<file path="config.mk">
export PLATFORM = sky130hd
export DESIGN_NAME = i2s_slave_rx
export DESIGN_NICKNAME = d
export VERILOG_FILES = /design/src/rtl/i2s_rx_pkg.sv /design/src/rtl/i2s_rx_sync.sv /design/src/rtl/i2s_rx_framer.sv /design/src/rtl/i2s_rx_buffer.sv /design/src/rtl/i2s_slave_rx.sv
export SDC_FILE = /design/constraint.sdc
export NUM_CORES = 1
export LEC_CHECK = 0
export ABC_AREA = 1
export BUFFER_PORTS_ARGS = -buffer_cell sky130_fd_sc_hd__clkbuf_2
export CELL_PAD_IN_SITES_DETAIL_PLACEMENT = 1
export CELL_PAD_IN_SITES_GLOBAL_PLACEMENT = 2
export CORE_AREA = 2 2 94 96
export CTS_BUF_LIST = sky130_fd_sc_hd__clkbuf_8
export DETAILED_ROUTE_END_ITERATION = 8
export DIE_AREA = 0 0 96 98
export GPL_TIMING_DRIVEN = 0
export PLACE_DENSITY = 0.82
export RECOVER_POWER = 25
export SLEW_MARGIN = 20
export SYNTH_ARGS = -nofsm -noshare
export SYNTH_HDL_FRONTEND = slang
export SYNTH_HIERARCHICAL = 1
export SYNTH_SLANG_ARGS = --single-unit
</file>
<file path="constraint.sdc">
create_clock -name clk -period 1.45 [get_ports clk]
set_input_delay 0.3625 -clock clk [delete_from_list [all_inputs] [get_ports clk]]
set_output_delay 0.3625 -clock clk [all_outputs]
set_load 0.1 [all_outputs]
</file>
<file path="src/rtl/i2s_rx_pkg.sv">
package i2s_rx_pkg;
  localparam int PKT_W = 16;

  typedef struct packed {
    logic             side;
    logic [PKT_W-1:0] data;
  } pkt_t;
endpackage

</file>
<file path="src/rtl/i2s_rx_sync.sv">
module i2s_rx_sync #(
  parameter int WIDTH  = 3,
  parameter int STAGES = 2
) (
  input  logic             clk,
  input  logic             rst_n,
  input  logic [WIDTH-1:0] d,
  output logic [WIDTH-1:0] q
);
  // flop chain, one row per stage; STAGES must be at least 2
  logic [STAGES-1:0][WIDTH-1:0] stg;

  always_ff @(posedge clk or negedge rst_n) begin
    if (!rst_n) stg <= '0;
    else        stg <= {stg[STAGES-2:0], d};
  end

  assign q = stg[STAGES-1];
endmodule

</file>
<file path="src/rtl/i2s_rx_framer.sv">
module i2s_rx_framer
  import i2s_rx_pkg::*;
#(
  parameter int MAX_SLOT_BITS = 32
) (
  input  logic clk,
  input  logic rst_n,
  input  logic en,
  input  logic bclk,
  input  logic ws,
  input  logic sd,
  output logic pkt_stb,
  output pkt_t pkt
);
  localparam int CNT_W = $clog2(MAX_SLOT_BITS + 1);
  localparam int SUB_W = $clog2(PKT_W);

  logic             bclk_d;
  logic             seen;
  logic             active;
  logic             ws_prev;
  logic             side;
  logic [CNT_W-1:0] cnt;
  logic [PKT_W-1:0] shreg;

  logic             rise;
  logic             ws_chg;
  logic             take;
  logic             done;
  logic [CNT_W-1:0] cnt_nx;
  logic [PKT_W-1:0] sh_nx;

  always_comb begin
    rise   = bclk & ~bclk_d;
    ws_chg = seen & (ws != ws_prev);
    take   = active && (cnt < CNT_W'(MAX_SLOT_BITS));
    sh_nx  = {shreg[PKT_W-2:0], sd};
    cnt_nx = cnt + 1'b1;
    done   = rise && take && (cnt_nx[SUB_W-1:0] == '0);
  end

  always_ff @(posedge clk or negedge rst_n) begin
    if (!rst_n) begin
      bclk_d  <= 1'b0;
      seen    <= 1'b0;
      active  <= 1'b0;
      ws_prev <= 1'b0;
      side    <= 1'b0;
      cnt     <= '0;
      shreg   <= '0;
      pkt_stb <= 1'b0;
      pkt     <= '0;
    end else begin
      bclk_d  <= bclk;
      pkt_stb <= 1'b0;
      if (!en) begin
        seen   <= 1'b0;
        active <= 1'b0;
        cnt    <= '0;
      end else if (rise) begin
        seen    <= 1'b1;
        ws_prev <= ws;
        // the bit at a change edge still belongs to the closing slot
        if (take) begin
          shreg <= sh_nx;
          cnt   <= cnt_nx;
        end
        if (done) begin
          pkt_stb   <= 1'b1;
          pkt.data  <= sh_nx;
          pkt.side  <= side;
        end
        if (ws_chg) begin
          cnt    <= '0;
          active <= 1'b1;
          side   <= ws;
        end
      end
    end
  end
endmodule

</file>
<file path="src/rtl/i2s_rx_buffer.sv">
module i2s_rx_buffer
  import i2s_rx_pkg::*;
(
  input  logic clk,
  input  logic rst_n,
  input  logic in_stb,
  input  pkt_t in_pkt,
  output logic out_valid,
  input  logic out_ready,
  output pkt_t out_pkt,
  output logic ovr
);
  logic hs;
  logic load;

  always_comb begin
    hs   = out_valid & out_ready;
    load = in_stb & (~out_valid | hs);
  end

  always_ff @(posedge clk or negedge rst_n) begin
    if (!rst_n) begin
      out_valid <= 1'b0;
      out_pkt   <= '0;
      ovr       <= 1'b0;
    end else begin
      out_valid <= load | (out_valid & ~hs);
      if (load) out_pkt <= in_pkt;
      if (in_stb && !load) ovr <= 1'b1;
      else if (hs)         ovr <= 1'b0;
    end
  end
endmodule

</file>
<file path="src/rtl/i2s_slave_rx.sv">
module i2s_slave_rx
  import i2s_rx_pkg::*;
#(
  parameter int SYNC_STAGES   = 2,
  parameter int MAX_SLOT_BITS = 32
) (
  input  logic             clk,
  input  logic             rst_n,
  input  logic             en,
  input  logic             irq_en,
  input  logic             i2s_bclk,
  input  logic             i2s_ws,
  input  logic             i2s_sd,
  output logic             out_valid,
  input  logic             out_ready,
  output logic [PKT_W-1:0] out_data,
  output logic             out_side,
  output logic             out_ovr,
  output logic             irq
);
  logic [2:0] pins_q;
  logic       pkt_stb;
  pkt_t       fr_pkt;
  pkt_t       buf_pkt;

  i2s_rx_sync #(.WIDTH(3), .STAGES(SYNC_STAGES)) u_sync (
    .clk   (clk),
    .rst_n (rst_n),
    .d     ({i2s_bclk, i2s_ws, i2s_sd}),
    .q     (pins_q)
  );

  i2s_rx_framer #(.MAX_SLOT_BITS(MAX_SLOT_BITS)) u_framer (
    .clk     (clk),
    .rst_n   (rst_n),
    .en      (en),
    .bclk    (pins_q[2]),
    .ws      (pins_q[1]),
    .sd      (pins_q[0]),
    .pkt_stb (pkt_stb),
    .pkt     (fr_pkt)
  );

  i2s_rx_buffer u_buf (
    .clk       (clk),
    .rst_n     (rst_n),
    .in_stb    (pkt_stb),
    .in_pkt    (fr_pkt),
    .out_valid (out_valid),
    .out_ready (out_ready),
    .out_pkt   (buf_pkt),
    .ovr       (out_ovr)
  );

  assign out_data = buf_pkt.data;
  assign out_side = buf_pkt.side;
  assign irq      = irq_en & out_valid;
endmodule

</file>
==> flow_metrics.env, run 1 <==
export IMPL_cts_clk_slew_worst_paths_ns=0.08
export IMPL_clock_sinks=69
export IMPL_post_route_period_util=1.06
export IMPL_stdcell_count=467
export IMPL_maxCapViolCount=0
export IMPL_syn_inst=300
export IMPL_synth_most_common_cell="nand2_1"
export IMPL_initial_core_util=0.330
export IMPL_gp_congestion=0.734
export IMPL_setup_ws_ns=-0.0929
export IMPL_leakage_nw=1.96
export IMPL_yosysTopAreaCellShare=0.618
export IMPL_final_min_clock_period_ns=1.54
export IMPL_root_buffer="clkbuf_8"
export IMPL_async_flop_share=1.00
export IMPL_synth_edf_count=0
export IMPL_wirelength_um=6110
export IMPL_cts_buffers=9
export IMPL_slew_headroom=0.623
export IMPL_critPathCaptureType="output port"
export IMPL_synth_cell_types=20
export IMPL_slowest_stage="dfrtp_4"
export IMPL_htreeDepth=3
export IMPL_detail_route_vias_per_cell=4.58
export IMPL_finClkSkew_ns=0.0111
export IMPL_synth_top_area_cell="dfrtp_1"
export IMPL_globalRouteOverflowTotal=0
export IMPL_synth_cell_area_mm2=0.00279
export IMPL_worst_ep_arrival_time_ns=1.18
export IMPL_post_dp_hpwl_um=3990
export IMPL_crit_chain="nand2_4 -> clkinvlp_4 -> clkbuf_16"
export IMPL_clk_latency_ns=0.34
export IMPL_grt_max_degree=50
export IMPL_worst_r2r_path_depth=8
export IMPL_cp_required_ns=1.09
export IMPL_p_per_area_mw_per_mm2=1050
export IMPL_ys_flop_type="dfrtp_1"
export IMPL_die_h_um=98
export IMPL_final_setup_viol_count=20
export IMPL_cts_buffer_depth=2
export IMPL_grt_use_total=0.142
export IMPL_hold_viol=0
export IMPL_hold_path_cell_count=1
export IMPL_reg2reg_from="u_framer/cnt[1]$_DFFE_PN0P_"
export IMPL_cts_tree="done"
export IMPL_coreArea_mm2=0.00847
export IMPL_dp_cells=436
export IMPL_violations="setup timing"
export IMPL_vias=2138
export IMPL_antenna_left=0
export IMPL_synth_area_per_cell_um2=9.31
export IMPL_fin_util=0.432
export IMPL_vdd_drop_max_mv=0.437
export IMPL_ys_top_cells_by_count="nand2_1 (136), dfrtp_1 (69), nand3_1 (39), inv_1 (15), o21ai_0 (9)"
export IMPL_antenna_found_initial=0
export IMPL_drtPass1Iterations=4
export IMPL_slew_violations=0
export IMPL_clock_fmax_mhz=648
export IMPL_path_class="reg2out"
export IMPL_crit_path_start="u_buf/out_valid$_DFF_PN0_"
export IMPL_antennaDiodeCount=0
export IMPL_io_pins=28
export IMPL_grt_pass1_wl_um=10400
export IMPL_area_growth_pct=31.0
export IMPL_worstMarginPinSlew_ns=0.566
export IMPL_route_detailed_drc=0
export IMPL_die_area_mm2=0.00941
export IMPL_ys_ff_latch=69
export IMPL_drtIter0Drc=58
export IMPL_layout_drive_gt1_share=0.315
export IMPL_rsz0062_at_grt="yes"
export IMPL_io_buffers=27
export IMPL_row_count=34
export IMPL_die_width_um=96
export IMPL_post_drt_wl_per_cell_um=13.1
export IMPL_critical_path_max_stage_delay_ns=0.50
export IMPL_pre_cts_ws_ns=-0.239
export IMPL_fillCellCount=960
export IMPL_finalNetCount=364
export IMPL_cp_max_fo=3
export IMPL_status="finished with violations"
export IMPL_hold_class="in2reg"
export IMPL_ys_seq_area_frac=0.618
export IMPL_crit_path_start_kind="flop"
export IMPL_synth_area_leaders="dfrtp_1 (62%), nand2_1 (18%), nand3_1 (7.0%)"
export IMPL_grt_pass1_vias=2272
export IMPL_syn_num_nets=310
export IMPL_worstHoldStart="i2s_ws"
export IMPL_yosysWarnings=6
==> path summary, 6_finish.rpt <==
check	endpoint	slack [ns]
max in group asynchronous	u_buf/out_valid$_DFF_PN0_	0.14
setup reg to reg	u_framer/pkt[8]$_DFFE_PN0P_	-0.04
min in group asynchronous	u_framer/cnt[4]$_DFFE_PN0P_	0.54
hold reg to reg	u_sync/q[2]$_DFF_PN0_	0.35
setup / recovery	irq	-0.09
hold / removal	u_sync/stg[1]$_DFF_PN0_	0.13
==> layout make-up <==
cell class                 count  area, um^2  share of cell area
clock buffer                   9         124              0.0339
timing repair buffer          45         368               0.101
inverter                      18        76.3              0.0209
buffer                        10        77.6              0.0212
multi-input combinational    201        1050               0.286
tap                          108         135              0.0369
sequential                    69        1730               0.474
clock inverter                 7        97.6              0.0267
==> kinds of logic (layout without fill, tap and decap cells) <==
logic type / after synthesis / after routing / synth area share
simple gates: 187 / 187 / 0.294
flops: 69 / 69 / 0.618
buf+inv: 30 / 89 / 0.0560
compound gates: 11 / 11 / 0.0197
fa+ha+maj: 2 / 2 / 0.00896
xor+xnor: 1 / 1 / 0.00314
==> routing by layer <==
layer | up-vias | share of wire | GRT usage
li1 | 1051 | - | -
met1 | 1048 | 0.44 | 0.166
met2 | 31 | 0.51 | 0.243
met3 | 8 | 0.025 | 0.0270
met4 | 0 | 0.019 | 0.0714
met5 | - | 0 | 0
==> per-stage QoR <==
step	total power, W	setup TNS (ns)	hold WS [ns]	cell area [um^2]
6_report	0.00383	-0.572	0.128	3660
5_1_grt	0.00401	-2.29	0.111	3660
4_1_cts	0.00390	-0.969	0.109	3570
3_5_place_dp	0.00214	-4.24	0.312	3120
3_3_place_gp	0.00213	-39.32	0.335	3090
2_1_floorplan	0.00206	-0.0489	0.0669	2820
==> critical path: cells and delay by family, from the launching register on <==
| family | cells | cell delay, ns |
|---|---|---|
| and+or+nand+nor | 1 | 0.07 |
| DFF | 1 | 0.50 |
| buffers and inverters | 2 | 0.28 |
==> power breakdown <==
| group | switching (W) | internal [W] |
|---|---|---|
| clock network | 0.000752 | 0.000977 |
| logic | 0.0000846 | 0.0000375 |
| registers | 0.0000231 | 0.00196 |
==> sequential cells by signal, indices dropped and copies added (netlist names), 3 cells and up <==
name	cells
u_framer/cnt	6
u_framer/shreg	15
u_framer/pkt	17
u_sync/q	3
u_buf/out_pkt	17
u_sync/stg	3
==> cells in the final DEF (no fill, tap or decap), types with 2 or more instances in the layout <==
cell        Yosys  final
buf_4           5     17
inv_1          15     14
dfrtp_1        69     65
buf_2           2      2
nand2_4         3     10
o21ai_0         9      7
nand2_2         1     19
nand3_1        39     38
nand4_1         3      3
clkinvlp_4      0      3
bufinv_16       0      2
inv_2           3      2
inv_6           0      3
o21ai_1         0      2
clkbuf_8        0      9
nand2_1       136    111
a21oi_1         2      2
clkbuf_2        0      7
dfrtp_2         0      3
clkbuf_4        0     19
buf_6           3      5
==> repair_timing <==
item	CTS	global route
endpoints found under the hold margin	20	0
resized for setup	46	23
buffers inserted	9	6
endpoints found under the setup margin	51	37
pin swaps	4	4
hold buffers	1	0
cloned	1	0
Note: power is estimated with default switching activity, not from simulation.
==> inputs of run 2 (changes only) <==
ABC_AREA = default   (was 1)
CORE_AREA = 2 2 78 98   (was 2 2 94 96)
DIE_AREA = 0 0 80 100   (was 0 0 96 98)
PLACE_DENSITY = 0.81   (was 0.82)
==> flow_metrics.env, run 2 <==
export IMPL_status="finished with violations"
export IMPL_violations="setup timing"
export IMPL_clock_fmax_mhz=575
export IMPL_hold_viol=0
export IMPL_p_per_area_mw_per_mm2=962
export IMPL_grt_use_total=0.152
export IMPL_wirelength_um=5340
export IMPL_route_detailed_drc=0
export IMPL_worstMarginPinSlew_ns=0.498
export IMPL_fillCellCount=712
export IMPL_slew_violations=0
export IMPL_finalNetCount=234
export IMPL_drtPass1Iterations=3
export IMPL_detail_route_vias_per_cell=4.85
export IMPL_place_area_mm2=0.00309
export IMPL_root_buffer="clkbuf_8"
export IMPL_die_h_um=100
export IMPL_synth_cell_types=34
export IMPL_hold_class="in2reg"
export IMPL_syn_num_nets=176
export IMPL_drtIter0Drc=44
export IMPL_syn_inst=166
export IMPL_synth_cell_area_mm2=0.00276
export IMPL_dp_cells=286
export IMPL_gp_congestion=0.745
export IMPL_synth_most_common_cell="dfrtp_1"
export IMPL_final_cell_mix="dfrtp_1 (65), mux2_4 (27), mux2_2 (25)"
export IMPL_cts_clk_slew_worst_paths_ns=0.07
export IMPL_slew_headroom=0.668
export IMPL_io_buffers=27
export IMPL_ys_flop_type="dfrtp_1"
export IMPL_path_class="reg2reg"
export IMPL_grt_pass1_vias=1788
export IMPL_synth_area_leaders="dfrtp_1 (62%), mux2_2 (13%), mux2_4 (11%)"
export IMPL_stdcell_count=320
export IMPL_die_area_mm2=0.00800
export IMPL_worst_ep_arrival_time_ns=1.96
export IMPL_coreArea_mm2=0.00718
export IMPL_clock_sinks=69
export IMPL_synth_area_per_cell_um2=16.6
export IMPL_post_dp_hpwl_um=3250
export IMPL_row_count=35
export IMPL_cts_buffer_depth=2
export IMPL_cp_required_ns=1.67
export IMPL_crit_path_start_kind="flop"
export IMPL_fin_util=0.503
export IMPL_post_drt_wl_per_cell_um=16.7
export IMPL_async_flop_share=1.00
export IMPL_area_growth_pct=30.7
export IMPL_vias=1552
export IMPL_maxCapViolCount=0
export IMPL_grt_max_degree=52
export IMPL_post_route_period_util=1.20
export IMPL_clk_latency_ns=0.35
export IMPL_yosysWarnings=6
export IMPL_io_pins=28
export IMPL_final_min_clock_period_ns=1.74
export IMPL_final_common_cell="dfrtp_1"
export IMPL_leakage_nw=1.80
export IMPL_antenna_left=0
export IMPL_htreeDepth=3
export IMPL_rsz0062_at_grt="yes"
export IMPL_finClkSkew_ns=0.0108
export IMPL_ys_seq_area_frac=0.625
export IMPL_worst_r2r_path_depth=7
export IMPL_yosysTopAreaCellShare=0.625
export IMPL_ys_top_cells_by_count="dfrtp_1 (69), mux2_2 (32), mux2_4 (20)"
export IMPL_initial_core_util=0.385
export IMPL_cts_buffers=9
export IMPL_globalRouteOverflowTotal=0
export IMPL_synth_edf_count=0
export IMPL_final_setup_viol_count=20
export IMPL_reg_top3="u_buf/out_pkt x17, u_framer/pkt x17, u_framer/shreg x15"
export IMPL_cp_max_fo=5
export IMPL_synth_top_area_cell="dfrtp_1"
export IMPL_critPathCaptureType="flop"
export IMPL_stdcell_area_mm2=0.00361
export IMPL_antenna_found_initial=0
export IMPL_antennaDiodeCount=0
export IMPL_grt_pass1_wl_um=9030
export IMPL_setup_ws_ns=-0.289
export IMPL_hold_path_cell_count=1
export IMPL_layout_drive_gt1_share=0.614
export IMPL_ys_ff_latch=69
export IMPL_vdd_drop_max_mv=0.390
export IMPL_die_width_um=80
export IMPL_cts_tree="done"
## run 2: changes by cell type after synthesis, sizes merged, moves of 2 or more
cell / previous run / this run
nand2: 140 / 3
mux2: 0 / 52
nand3: 40 / 3
inv: 18 / 1
o21ai: 9 / 0
buf: 10 / 7
nand2b: 0 / 3
a22o: 0 / 2
clkbuf: 2 / 0
nor2: 4 / 2
nor3: 0 / 2
xor2: 0 / 2
## run 2: where the power goes
group	switching, W	internal [W]
sequential	0.0000260	0.00195
combinational	0.0000814	0.0000633
clock	0.000705	0.000645
total	0.000813	0.00266
## run 2: metrics by stage
stage | power [W] | hold slack, ns | TNS (ns) | setup slack, ns
global placement | 0.00211 | 0.333 | -42.90 | -0.744
global route | 0.00364 | 0.0988 | -8.06 | -0.358
CTS | 0.00351 | 0.0980 | -5.13 | -0.254
finish | 0.00347 | 0.121 | -4.54 | -0.289
floorplan | 0.00205 | 0.0669 | -4.42 | -0.301
detailed placement | 0.00213 | 0.301 | -8.79 | -0.502
## run 2: cell type report
class	instances	area, um^2	share of cell area
inverters	1	3.75	0.00104
repair buffers	50	428	0.119
clock inverters	5	27.5	0.00762
clock buffers	10	138	0.0381
plain buffers	4	55.1	0.0152
multi-input cells	89	1110	0.307
flip-flops and latches	69	1730	0.480
well taps	92	115	0.0319
## run 2: critical path, stage by stage (launching register included)
cell	delay [ns]
dfrtp_2	0.43
ha_4	0.17
nand2b_4	0.13
nand3_4	0.09
nor3_4	0.23
buf_6	0.16
buf_12	0.11
mux2_4	0.29
## run 2: per-layer routing
metal,global-route usage,share of wire,vias up
met1,0.179,0.42,814
met5,0,0,-
met2,0.250,0.53,24
li1,-,-,703
met4,0.0860,0.022,0
met3,0.0378,0.028,11
## run 2: what timing repair did
item,in CTS,in global routing
pin swaps,2,4
setup endpoints to repair,49,47
endpoints found under the hold margin,18,0
gates resized for setup,46,18
cloned,1,0
hold buffers,1,0
setup buffers,13,10
## run 2: cell families (layout without fill, tap and decap cells)
logic type               Yosys count  after routing  share of synthesized area
XOR/XNOR                           3              3                    0.00951
adder cells (fa/ha/maj)            2              2                    0.00906
buffers and inverters              8             70                     0.0299
flip-flops                        69             69                      0.625
multiplexers                      52             52                      0.239
AO/OA/AOI/OAI                     10             10                     0.0263
AND/OR/NAND/NOR                   22             22                     0.0611
## run 2: final timing paths
path | startpoint | endpoint | slack (ns)
setup / recovery | u_framer/cnt[1]$_DFFE_PN0P_ | u_framer/pkt[10]$_DFFE_PN0P_ | -0.29
hold / removal | i2s_bclk | u_sync/stg[2]$_DFF_PN0_ | 0.12
setup reg to reg | u_framer/cnt[1]$_DFFE_PN0P_ | u_framer/pkt[10]$_DFFE_PN0P_ | -0.29
hold reg to reg | u_sync/stg[0]$_DFF_PN0_ | u_sync/q[0]$_DFF_PN0_ | 0.35
max in group asynchronous | rst_n | u_framer/cnt[2]$_DFFE_PN0P_ | 0.11
min in group asynchronous | rst_n | u_buf/out_pkt[9]$_DFFE_PN0P_ | 0.52
